### src/rtl/i2c_tgt_pkg.sv
package i2c_tgt_pkg;

  localparam int unsigned BYTE_W = 8;

  typedef enum logic [3:0] {
    ST_IDLE,
    ST_ADDR,
    ST_ADDR_ACK,
    ST_SUB,
    ST_SUB_ACK,
    ST_WDATA,
    ST_WDATA_ACK,
    ST_RDATA,
    ST_RDATA_ACK
  } tgt_state_e;

endpackage

### src/rtl/i2c_tgt_sync_bit.sv
module i2c_tgt_sync_bit #(
  parameter int unsigned STAGES    = 2,
  parameter logic        RESET_VAL = 1'b1
) (
  input  logic clk,
  input  logic rst_n,
  input  logic d_i,
  output logic q_o
);

  logic [STAGES-1:0] pipe_q;

  always_ff @(posedge clk or negedge rst_n) begin
    if (!rst_n) begin
      pipe_q <= {STAGES{RESET_VAL}};
    end else begin
      pipe_q <= {pipe_q[STAGES-2:0], d_i};
    end
  end

  assign q_o = pipe_q[STAGES-1];

endmodule

### src/rtl/i2c_tgt_busmon.sv
module i2c_tgt_busmon #(
  parameter int unsigned SYNC_STAGES = 2
) (
  input  logic clk,
  input  logic rst_n,
  input  logic scl_i,
  input  logic sda_i,
  output logic scl_s_o,
  output logic sda_s_o,
  output logic scl_rise_o,
  output logic scl_fall_o,
  output logic start_o,
  output logic stop_o
);

  localparam int unsigned NLINES = 2;

  logic [NLINES-1:0] raw;
  logic [NLINES-1:0] synced;
  logic              scl_q;
  logic              sda_q;

  assign raw = {sda_i, scl_i};

  for (genvar g = 0; g < NLINES; g++) begin : g_line
    i2c_tgt_sync_bit #(
      .STAGES   (SYNC_STAGES),
      .RESET_VAL(1'b1)
    ) u_sync (
      .clk  (clk),
      .rst_n(rst_n),
      .d_i  (raw[g]),
      .q_o  (synced[g])
    );
  end

  assign scl_s_o = synced[0];
  assign sda_s_o = synced[1];

  always_ff @(posedge clk or negedge rst_n) begin
    if (!rst_n) begin
      scl_q <= 1'b1;
      sda_q <= 1'b1;
    end else begin
      scl_q <= scl_s_o;
      sda_q <= sda_s_o;
    end
  end

  assign scl_rise_o = scl_s_o & ~scl_q;
  assign scl_fall_o = ~scl_s_o & scl_q;
  assign start_o    = scl_s_o & scl_q & sda_q & ~sda_s_o;
  assign stop_o     = scl_s_o & scl_q & ~sda_q & sda_s_o;

endmodule

### src/rtl/i2c_tgt_ctrl.sv
module i2c_tgt_ctrl
  import i2c_tgt_pkg::*;
#(
  parameter logic [6:0]  DEV_ADDR = 7'h2A,
  parameter int unsigned AW       = 8
) (
  input  logic              clk,
  input  logic              rst_n,
  input  logic              sda_s_i,
  input  logic              scl_rise_i,
  input  logic              scl_fall_i,
  input  logic              start_i,
  input  logic              stop_i,
  input  logic [BYTE_W-1:0] reg_rdata_i,
  output logic              sda_pull_o,
  output logic [AW-1:0]     reg_addr_o,
  output logic [BYTE_W-1:0] reg_wdata_o,
  output logic              reg_we_o
);

  localparam int unsigned CNT_W    = $clog2(BYTE_W);
  localparam logic [CNT_W-1:0] LAST_BIT = CNT_W'(BYTE_W - 1);

  tgt_state_e        state_q, state_d;
  logic [CNT_W-1:0]  bitcnt_q, bitcnt_d;
  logic              done_q, done_d;
  logic [BYTE_W-1:0] rx_q, rx_d;
  logic [BYTE_W-1:0] tx_q, tx_d;
  logic              rw_q, rw_d;
  logic              mack_q, mack_d;
  logic [AW-1:0]     ptr_q, ptr_d;
  logic              we_q, we_d;
  logic [BYTE_W-1:0] wdata_q, wdata_d;
  logic              receiving;

  assign receiving = (state_q == ST_ADDR) || (state_q == ST_SUB) ||
                     (state_q == ST_WDATA);

  always_comb begin
    state_d  = state_q;
    bitcnt_d = bitcnt_q;
    done_d   = done_q;
    rx_d     = rx_q;
    tx_d     = tx_q;
    rw_d     = rw_q;
    mack_d   = mack_q;
    ptr_d    = ptr_q;
    we_d     = 1'b0;
    wdata_d  = wdata_q;

    // pointer advances the cycle after a write strobe so the strobe sees the old address
    if (we_q) begin
      ptr_d = ptr_q + 1'b1;
    end

    if (start_i) begin
      state_d  = ST_ADDR;
      bitcnt_d = '0;
      done_d   = 1'b0;
    end else if (stop_i) begin
      state_d  = ST_IDLE;
      bitcnt_d = '0;
      done_d   = 1'b0;
    end else if (receiving) begin
      if (scl_rise_i) begin
        rx_d = {rx_q[BYTE_W-2:0], sda_s_i};
        if (bitcnt_q == LAST_BIT) begin
          done_d = 1'b1;
        end else begin
          bitcnt_d = bitcnt_q + 1'b1;
        end
      end else if (scl_fall_i && done_q) begin
        done_d   = 1'b0;
        bitcnt_d = '0;
        unique case (state_q)
          ST_ADDR: begin
            if (rx_q[BYTE_W-1:1] == DEV_ADDR) begin
              state_d = ST_ADDR_ACK;
              rw_d    = rx_q[0];
            end else begin
              state_d = ST_IDLE;
            end
          end
          ST_SUB: begin
            ptr_d   = rx_q[AW-1:0];
            state_d = ST_SUB_ACK;
          end
          default: begin
            we_d    = 1'b1;
            wdata_d = rx_q;
            state_d = ST_WDATA_ACK;
          end
        endcase
      end
    end else begin
      unique case (state_q)
        ST_ADDR_ACK: begin
          if (scl_fall_i) begin
            if (rw_q) begin
              state_d  = ST_RDATA;
              tx_d     = reg_rdata_i;
              bitcnt_d = '0;
              done_d   = 1'b0;
            end else begin
              state_d = ST_SUB;
            end
          end
        end
        ST_SUB_ACK, ST_WDATA_ACK: begin
          if (scl_fall_i) begin
            state_d = ST_WDATA;
          end
        end
        ST_RDATA: begin
          if (scl_rise_i) begin
            if (bitcnt_q == LAST_BIT) begin
              done_d = 1'b1;
            end else begin
              bitcnt_d = bitcnt_q + 1'b1;
            end
          end else if (scl_fall_i) begin
            if (done_q) begin
              state_d  = ST_RDATA_ACK;
              done_d   = 1'b0;
              bitcnt_d = '0;
              ptr_d    = ptr_q + 1'b1;
            end else begin
              tx_d = {tx_q[BYTE_W-2:0], 1'b0};
            end
          end
        end
        ST_RDATA_ACK: begin
          if (scl_rise_i) begin
            mack_d = ~sda_s_i;
          end else if (scl_fall_i) begin
            if (mack_q) begin
              state_d = ST_RDATA;
              tx_d    = reg_rdata_i;
            end else begin
              state_d = ST_IDLE;
            end
          end
        end
        default: begin
          state_d = ST_IDLE;
        end
      endcase
    end
  end

  always_ff @(posedge clk or negedge rst_n) begin
    if (!rst_n) begin
      state_q  <= ST_IDLE;
      bitcnt_q <= '0;
      done_q   <= 1'b0;
      rx_q     <= '0;
      tx_q     <= '0;
      rw_q     <= 1'b0;
      mack_q   <= 1'b0;
      ptr_q    <= '0;
      we_q     <= 1'b0;
      wdata_q  <= '0;
    end else begin
      state_q  <= state_d;
      bitcnt_q <= bitcnt_d;
      done_q   <= done_d;
      rx_q     <= rx_d;
      tx_q     <= tx_d;
      rw_q     <= rw_d;
      mack_q   <= mack_d;
      ptr_q    <= ptr_d;
      we_q     <= we_d;
      wdata_q  <= wdata_d;
    end
  end

  assign sda_pull_o  = (state_q == ST_ADDR_ACK) || (state_q == ST_SUB_ACK) ||
                       (state_q == ST_WDATA_ACK) ||
                       ((state_q == ST_RDATA) && !tx_q[BYTE_W-1]);
  assign reg_addr_o  = ptr_q;
  assign reg_wdata_o = wdata_q;
  assign reg_we_o    = we_q;

endmodule

### src/rtl/i2c_reg_target.sv
module i2c_reg_target
  import i2c_tgt_pkg::*;
#(
  parameter logic [6:0]  DEV_ADDR    = 7'h2A,
  parameter int unsigned AW          = 8,
  parameter int unsigned SYNC_STAGES = 2
) (
  input  logic              clk,
  input  logic              rst_n,
  input  logic              scl_i,
  input  logic              sda_i,
  output logic              sda_pull_o,
  output logic [AW-1:0]     reg_addr_o,
  output logic [BYTE_W-1:0] reg_wdata_o,
  output logic              reg_we_o,
  input  logic [BYTE_W-1:0] reg_rdata_i
);

  logic [1:0] rst_pipe_q;
  logic       rst_sync_n;
  logic       scl_s;
  logic       sda_s;
  logic       scl_rise;
  logic       scl_fall;
  logic       start_det;
  logic       stop_det;

  always_ff @(posedge clk or negedge rst_n) begin
    if (!rst_n) begin
      rst_pipe_q <= 2'b00;
    end else begin
      rst_pipe_q <= {rst_pipe_q[0], 1'b1};
    end
  end

  assign rst_sync_n = rst_pipe_q[1];

  i2c_tgt_busmon #(
    .SYNC_STAGES(SYNC_STAGES)
  ) u_busmon (
    .clk       (clk),
    .rst_n     (rst_sync_n),
    .scl_i     (scl_i),
    .sda_i     (sda_i),
    .scl_s_o   (scl_s),
    .sda_s_o   (sda_s),
    .scl_rise_o(scl_rise),
    .scl_fall_o(scl_fall),
    .start_o   (start_det),
    .stop_o    (stop_det)
  );

  i2c_tgt_ctrl #(
    .DEV_ADDR(DEV_ADDR),
    .AW      (AW)
  ) u_ctrl (
    .clk        (clk),
    .rst_n      (rst_sync_n),
    .sda_s_i    (sda_s),
    .scl_rise_i (scl_rise),
    .scl_fall_i (scl_fall),
    .start_i    (start_det),
    .stop_i     (stop_det),
    .reg_rdata_i(reg_rdata_i),
    .sda_pull_o (sda_pull_o),
    .reg_addr_o (reg_addr_o),
    .reg_wdata_o(reg_wdata_o),
    .reg_we_o   (reg_we_o)
  );

endmodule

### config.mk
export PLATFORM = sky130hd
export DESIGN_NAME = i2c_reg_target
export DESIGN_NICKNAME = d
export VERILOG_FILES = /design/src/rtl/i2c_tgt_pkg.sv /design/src/rtl/i2c_tgt_sync_bit.sv /design/src/rtl/i2c_tgt_busmon.sv /design/src/rtl/i2c_tgt_ctrl.sv /design/src/rtl/i2c_reg_target.sv
export SDC_FILE = /design/constraint.sdc
export NUM_CORES = 1
export LEC_CHECK = 0
export BUFFER_PORTS_ARGS = -buffer_cell sky130_fd_sc_hd__buf_2
export CORE_UTILIZATION = 28
export CTS_CLUSTER_DIAMETER = 60
export DETAILED_ROUTE_END_ITERATION = 8
export PLACE_DENSITY = 0.5
export SETUP_SLACK_MARGIN = 0.05
export SLEW_MARGIN = 20
export SYNTH_ARGS = -nofsm -noshare
export SYNTH_HDL_FRONTEND = slang
export SYNTH_SLANG_ARGS = --single-unit
### constraint.sdc
create_clock -name clk -period 1.9 [get_ports clk]
set_input_delay 0.095 -clock clk [delete_from_list [all_inputs] [get_ports clk]]
set_output_delay 0.095 -clock clk [all_outputs]
set_load 0.02 [all_outputs]
==> results.sh, run 1 <==
export IMPL_status="finished, final reports clean"
export IMPL_final_common_cell="dfrtp_1"
export IMPL_io_buffers=29
export IMPL_max_cap_violations=0
export IMPL_clock_path_buffers=2
export IMPL_syn_nets=280
export IMPL_area_growth_pct=26.2
export IMPL_start_kind="flip-flop"
export IMPL_drtAntennaViolNets=0
export IMPL_hpwl_mm=4.66
export IMPL_ys_warn_count=0
export IMPL_syn_inst=263
export IMPL_end_kind="flip-flop"
export IMPL_io_pins=30
export IMPL_drc=0
export IMPL_viasPerCell=4.73
export IMPL_grt_first_pass_wirelength_mm=10.6
export IMPL_total_power_w=0.00374
export IMPL_power_density_nw_per_um2=1040
export IMPL_finalNetCount=343
export IMPL_synthArstFlopShare_pct=100
export IMPL_num_antenna_cells=0
export IMPL_worstPathRequired_ns=2.10
export IMPL_drtPass1Iterations=4
export IMPL_leakage_nw=1.64
export IMPL_layout_drive_gt1_share_pct=37.9
export IMPL_die_y_um=103
export IMPL_cts_made_buffers=5
export IMPL_die_area_um2=10500
export IMPL_core_area_um2=9770
export IMPL_wl_per_cell_um=13.8
export IMPL_ys_seq_area_share_pct=45.3
export IMPL_vias=2175
export IMPL_synth_area_per_cell_um2=10.8
export IMPL_synth_distinct_cells=64
export IMPL_rows=36
export IMPL_final_cell_mix="dfrtp_1, buf_4, buf_2"
export IMPL_drt_iter0_drc=110
export IMPL_peakVddDrop_uv=408
export IMPL_clock_skew_ns=0.00335
export IMPL_finalHoldViolCount=0
export IMPL_path_clk_slew_ns=0.11
export IMPL_rsz0062_at_grt="true"
export IMPL_die_w_um=103
export IMPL_fin_crit_ns=1.86
export IMPL_clock_root_buffer="clkbuf_8"
export IMPL_routed_wirelength_mm=6.36
export IMPL_htree_num_levels=2
export IMPL_grt_usage_pct=13.0
export IMPL_synth_edff_count=0
export IMPL_cp_arrival_ns=2.07
export IMPL_path_class="reg -> reg"
export IMPL_gp_congestion=0.855
export IMPL_synth_main_ff_cell="dfrtp_1"
export IMPL_start_util_pct=29.0
export IMPL_period_share_pct=98.2
export IMPL_antenna_found_initial=0
export IMPL_worst_path_max_fanout=5
export IMPL_ys_seq_elements=51
export IMPL_slew_violations=0
export IMPL_hold_class="in -> reg"
export IMPL_setup_viol=0
export IMPL_grt_pass1_vias=2137
export IMPL_netlist_area_um2=2830
export IMPL_clkSinkCount=51
export IMPL_cts_tree="yes"
export IMPL_final_util_pct=36.6
export IMPL_clk_insertion_delay_late_ns=0.31
export IMPL_regToRegSetupSlack_ns=0.04
export IMPL_globalRoute_totalOverflow=0
export IMPL_fmax_mhz=536
export IMPL_grt_max_degree=36
[metrics by stage]
step | TNS (ns) | area (µm²) | hold WS (ns) | instances | setup slack [ns]
5_1_grt | -0.172 | 3580 | 0.0200 | 460 | -0.0553
3_3_place_gp | -0.164 | 3320 | -0.121 | 443 | -0.0208
6_report | 0 | 3580 | 0.0109 | 460 | 0.0351
3_5_place_dp | -0.817 | 3320 | -0.120 | 443 | -0.0939
4_1_cts | 0 | 3510 | 0.00525 | 458 | 0.0382
2_1_floorplan | 0 | 2850 | -0.201 | 263 | 0.0576
[worst max-delay path, cell delays in order, from the launching register on]
cell       delay, ns
dfstp_2         0.58
inv_2           0.05
ha_4            0.16
and3b_2         0.33
nand2_1         0.12
a21oi_4         0.23
a2bb2oi_1       0.20
o21ai_1         0.09
[final cells by class]
| type | instances | area [µm²] |
|---|---|---|
| Fill cell | 998 | 6200 |
| Multi-Input combinational cell | 188 | 1500 |
| Sequential cell | 51 | 1290 |
| Timing Repair Buffer | 71 | 493 |
| Tap cell | 133 | 166 |
| Clock buffer | 5 | 68.8 |
| Inverter | 9 | 33.8 |
| Clock inverter | 3 | 27.5 |
[layer usage]
| layer | part of all wire [%] | global-route usage, % | vias to the layer above |
|---|---|---|---|
| li1 | - | - | 1068 |
| met1 | 49 | 18.6 | 1076 |
| met2 | 48 | 20.4 | 27 |
| met3 | 2.7 | 2.03 | 4 |
| met4 | 0.50 | 3.63 | 0 |
| met5 | 0 | 0 | - |
[kinds of logic after synthesis]
kind of cell | after synthesis | synth area share [%]
AOI/OAI and AO/OA | 58 | 14.3
xor gates and xnor gates | 12 | 3.97
adders and majority gates | 5 | 2.21
buffers and inverters | 24 | 5.03
DFF | 51 | 45.3
muxes | 29 | 11.2
other | 1 | 0.132
and+or+nand+nor | 83 | 17.9
[cells in the mapped netlist (6+ instances only)]
master	count	area, µm²
o21ai_1	9	45.0
nor2_1	12	45.0
a21oi_1	8	40.0
buf_2	6	30.0
dfrtp_1	45	1130
inv_1	9	33.8
mux2_1	20	225
nand2_1	29	109
mux2i_1	8	80.1
xor2_1	10	87.6
dfstp_2	6	158
[report_power, final]
part	switching, W	total [W]	internal (W)	leakage [nW]
sequential	0.000299	0.00163	0.00133	0.639
clock	0.000416	0.000687	0.000272	0.0463
combinational	0.000720	0.00142	0.000703	0.951
total	0.00143	0.00374	0.00230	1.64
[sequential cells by signal (all words and copies together), names as in the netlist, 2 cells and up]
name,cells
u_ctrl.rx_q,8
u_ctrl.tx_q,8
rst_pipe_q,2
u_ctrl.reg_addr_o,8
u_ctrl.state_q,4
u_ctrl.bitcnt_q,3
u_busmon.g_line.u_sync.pipe_q,4
u_ctrl.reg_wdata_o,8
[path summary, 6_finish.rpt]
| path | startpoint | to | cells past startpoint |
|---|---|---|---|
| max | u_busmon.scl_q$_DFF_PN1_ | u_ctrl.reg_addr_o[3]$_DFF_PN0_ | 7 |
| min | reg_rdata_i[0] | u_ctrl.tx_q[0]$_DFFE_PN0P_ | 3 |
| max reg2reg | u_busmon.scl_q$_DFF_PN1_ | u_ctrl.reg_addr_o[3]$_DFF_PN0_ | 7 |
| min reg2reg | rst_pipe_q[1]$_DFF_PN0_ | u_ctrl.tx_q[1]$_DFFE_PN0P_ | 0 |
| max in group asynchronous | rst_pipe_q[1]$_DFF_PN0_ | u_busmon.scl_q$_DFF_PN1_ | 1 |
| min in group asynchronous | rst_n | rst_pipe_q[1]$_DFF_PN0_ | 2 |
[what timing repair did]
action                     4_1_cts  5_1_grt
resized for setup                9       15
hold endpoints to repair         4        0
pin swaps                        5       15
setup buffers                    4        2
hold buffers                     3        0
setup endpoints to repair       25       41
Power figures use the tool's default switching activity.
==> run 2, diff against run 1 <==
PLACE_DENSITY = 0.51   (was 0.5)
RECOVER_POWER = 50   (was unset)
TNS_END_PERCENT = 5   (was unset)
==> run 2 against run 1 <==
  * Largest power group unchanged
  * Power down 3.5%
  * Worst hold slack gained 0.045 ns
  * Wire length fell by 3.6%
  * Via count increased by 0.92%
  * Core utilization decreased by 0.63 points
  * Highest routed layer unchanged
  * Clock skew is 0.0037 ns higher
==> results.sh, run 2 (synthesis gave the netlist of run 1 again) <==
export IMPL_end_kind="flip-flop"
export IMPL_fmax_mhz=537
export IMPL_fin_crit_ns=1.86
export IMPL_tns_ns=0
export IMPL_finalHoldViolCount=0
export IMPL_power_density_nw_per_um2=1030
export IMPL_fillCellCount=977
export IMPL_worst_slack_ns=0.0367
export IMPL_r2r_start="u_busmon.scl_q$_DFF_PN1_"
export IMPL_cp_num_buf_inv=1
export IMPL_io_buffers=29
export IMPL_crit_cells=6
export IMPL_clock_root_buffer="clkbuf_8"
export IMPL_rsz0062_at_grt="true"
export IMPL_cp_arrival_ns=2.06
export IMPL_worstPathRequired_ns=2.10
export IMPL_clock_path_buffers=2
export IMPL_hold_class="in -> reg"
export IMPL_worst_path_max_fanout=6
export IMPL_start_kind="flip-flop"
export IMPL_slew_violations=0
export IMPL_cp_startpoint="u_busmon.scl_q$_DFF_PN1_"
export IMPL_die_y_um=103
export IMPL_rows=36
export IMPL_gp_congestion=0.791
export IMPL_core_area_um2=9770
export IMPL_finalNetCount=338
export IMPL_drt_iter0_drc=154
export IMPL_path_clk_slew_ns=0.10
export IMPL_wl_per_cell_um=13.5
export IMPL_final_util_pct=36.0
export IMPL_drtAntennaViolNets=0
export IMPL_num_antenna_cells=0
export IMPL_fin_cells=455
export IMPL_path_class="reg -> reg"
export IMPL_grtUsageMet1_pct=17.4
export IMPL_start_util_pct=29.0
export IMPL_grtUsageMet2_pct=21.1
export IMPL_die_area_um2=10500
export IMPL_io_pins=30
export IMPL_area_growth_pct=24.1
export IMPL_cts_tree="yes"
export IMPL_setup_viol=0
export IMPL_status="finished, final reports clean"
export IMPL_antenna_found_initial=0
export IMPL_cp_top_family="simple AND/OR/NAND/NOR gates"
export IMPL_max_cap_violations=0
export IMPL_htree_num_levels=2
export IMPL_slowest_delay_ns=0.59
export IMPL_hold_slack_ns=0.0563
export IMPL_drtPass1Iterations=4
export IMPL_routed_wirelength_mm=6.13
export IMPL_busiest_layer="met2"
export IMPL_grt_first_pass_wirelength_mm=10.6
export IMPL_final_common_cell="dfrtp_1"
export IMPL_grt_usage_pct=13.0
export IMPL_clock_skew_ns=0.00703
export IMPL_use_met3_pct=2.10
export IMPL_vias=2195
export IMPL_dpl_cell_count=442
export IMPL_regToRegSetupSlack_ns=0.04
export IMPL_cts_made_buffers=5
export IMPL_hpwl_mm=4.61
export IMPL_layout_drive_gt1_share_pct=33.2
export IMPL_die_w_um=103
export IMPL_grt_max_degree=34
export IMPL_leakage_nw=1.61
export IMPL_slew_headroom_pct=53.2
export IMPL_place_ws_ns=-0.0663
export IMPL_globalRoute_totalOverflow=0
export IMPL_clk_insertion_delay_late_ns=0.31
export IMPL_period_share_pct=98.1
export IMPL_reg2reg_to="u_ctrl.rw_q$_DFFE_PN0P_"
export IMPL_worst_pin_slew_ns=0.701
export IMPL_viasPerCell=4.82
export IMPL_drc=0
export IMPL_grt_pass1_vias=2223
export IMPL_crit_path_top_delay_cell="dfstp_2"
export IMPL_crit_end="u_ctrl.rw_q$_DFFE_PN0P_"
export IMPL_peakVddDrop_uv=409
export IMPL_final_cell_mix="dfrtp_1, buf_4, buf_2"
export IMPL_clkSinkCount=51
export IMPL_crit_chain="inv_2 > ha_4 > and3b_2 > nand2_1 > nor4_2 > mux2_1"
export IMPL_reg2reg_depth=6
run 2: cell types whose count changed in the layout (fill, tap and decap cells not counted), moves of 2 or more:
cell,change
dfrtp_2,-3
and2_1,+2
buf_4,-7
and2_2,-2
dfrtp_1,+3
run 2: timing repair:
item / in CTS / in global routing
gates cloned: 0 / 0
endpoints found under the hold margin: 5 / 0
endpoints found under the setup margin: 22 / 41
hold buffers: 4 / 0
pin swaps: 5 / 12
gates resized for setup: 8 / 7
buffers inserted: 0 / 1
run 2: per-stage QoR:
step / cell area (µm²) / power (W)
after global placement: 3320 / 0.00292
after CTS: 3480 / 0.00363
after global routing: 3520 / 0.00389
after floorplan: 2840 / 0.00249
final: 3520 / 0.00361
after detailed placement: 3320 / 0.00294
run 2: layer usage:
layer  share of wire (%)  vias to the layer above
met5                   0                        -
met4                 1.4                        0
met3                 3.1                        9
met2                  47                       46
met1                  48                     1071
li1                    -                     1069
run 2: layout make-up:
class | count | area [µm²] | area share [%]
sequential | 51 | 1280 | 36.5
multi-input combinational | 188 | 1470 | 41.7
tap | 133 | 166 | 4.73
timing repair buffer | 66 | 469 | 13.3
clock buffer | 5 | 68.8 | 1.96
inverter | 9 | 33.8 | 0.961
clock inverter | 3 | 27.5 | 0.783
run 2: tightest hold or removal path, cell delays in order:
cell,delay [ns]
buf_2,0.07
mux2i_1,0.05
o21ai_1,0.11
run 2: power breakdown:
group          internal (W)  switching, W
registers           0.00133      0.000261
logic              0.000648      0.000709
clock network      0.000271      0.000394
total               0.00224       0.00136
run 2: worst min-delay path by stage:
stage | start | to | slack (ns) | cells after the start
after global placement | rst_n | rst_pipe_q[0]$_DFF_PN0_ | -0.12 | 1
after global routing | reg_rdata_i[1] | u_ctrl.tx_q[1]$_DFFE_PN0P_ | 0.06 | 3
after CTS | reg_rdata_i[4] | u_ctrl.tx_q[4]$_DFFE_PN0P_ | 0.05 | 3
after floorplan | rst_n | rst_pipe_q[0]$_DFF_PN0_ | -0.20 | 0
after detailed placement | rst_n | rst_pipe_q[0]$_DFF_PN0_ | -0.12 | 1
final | reg_rdata_i[6] | u_ctrl.tx_q[6]$_DFFE_PN0P_ | 0.06 | 3
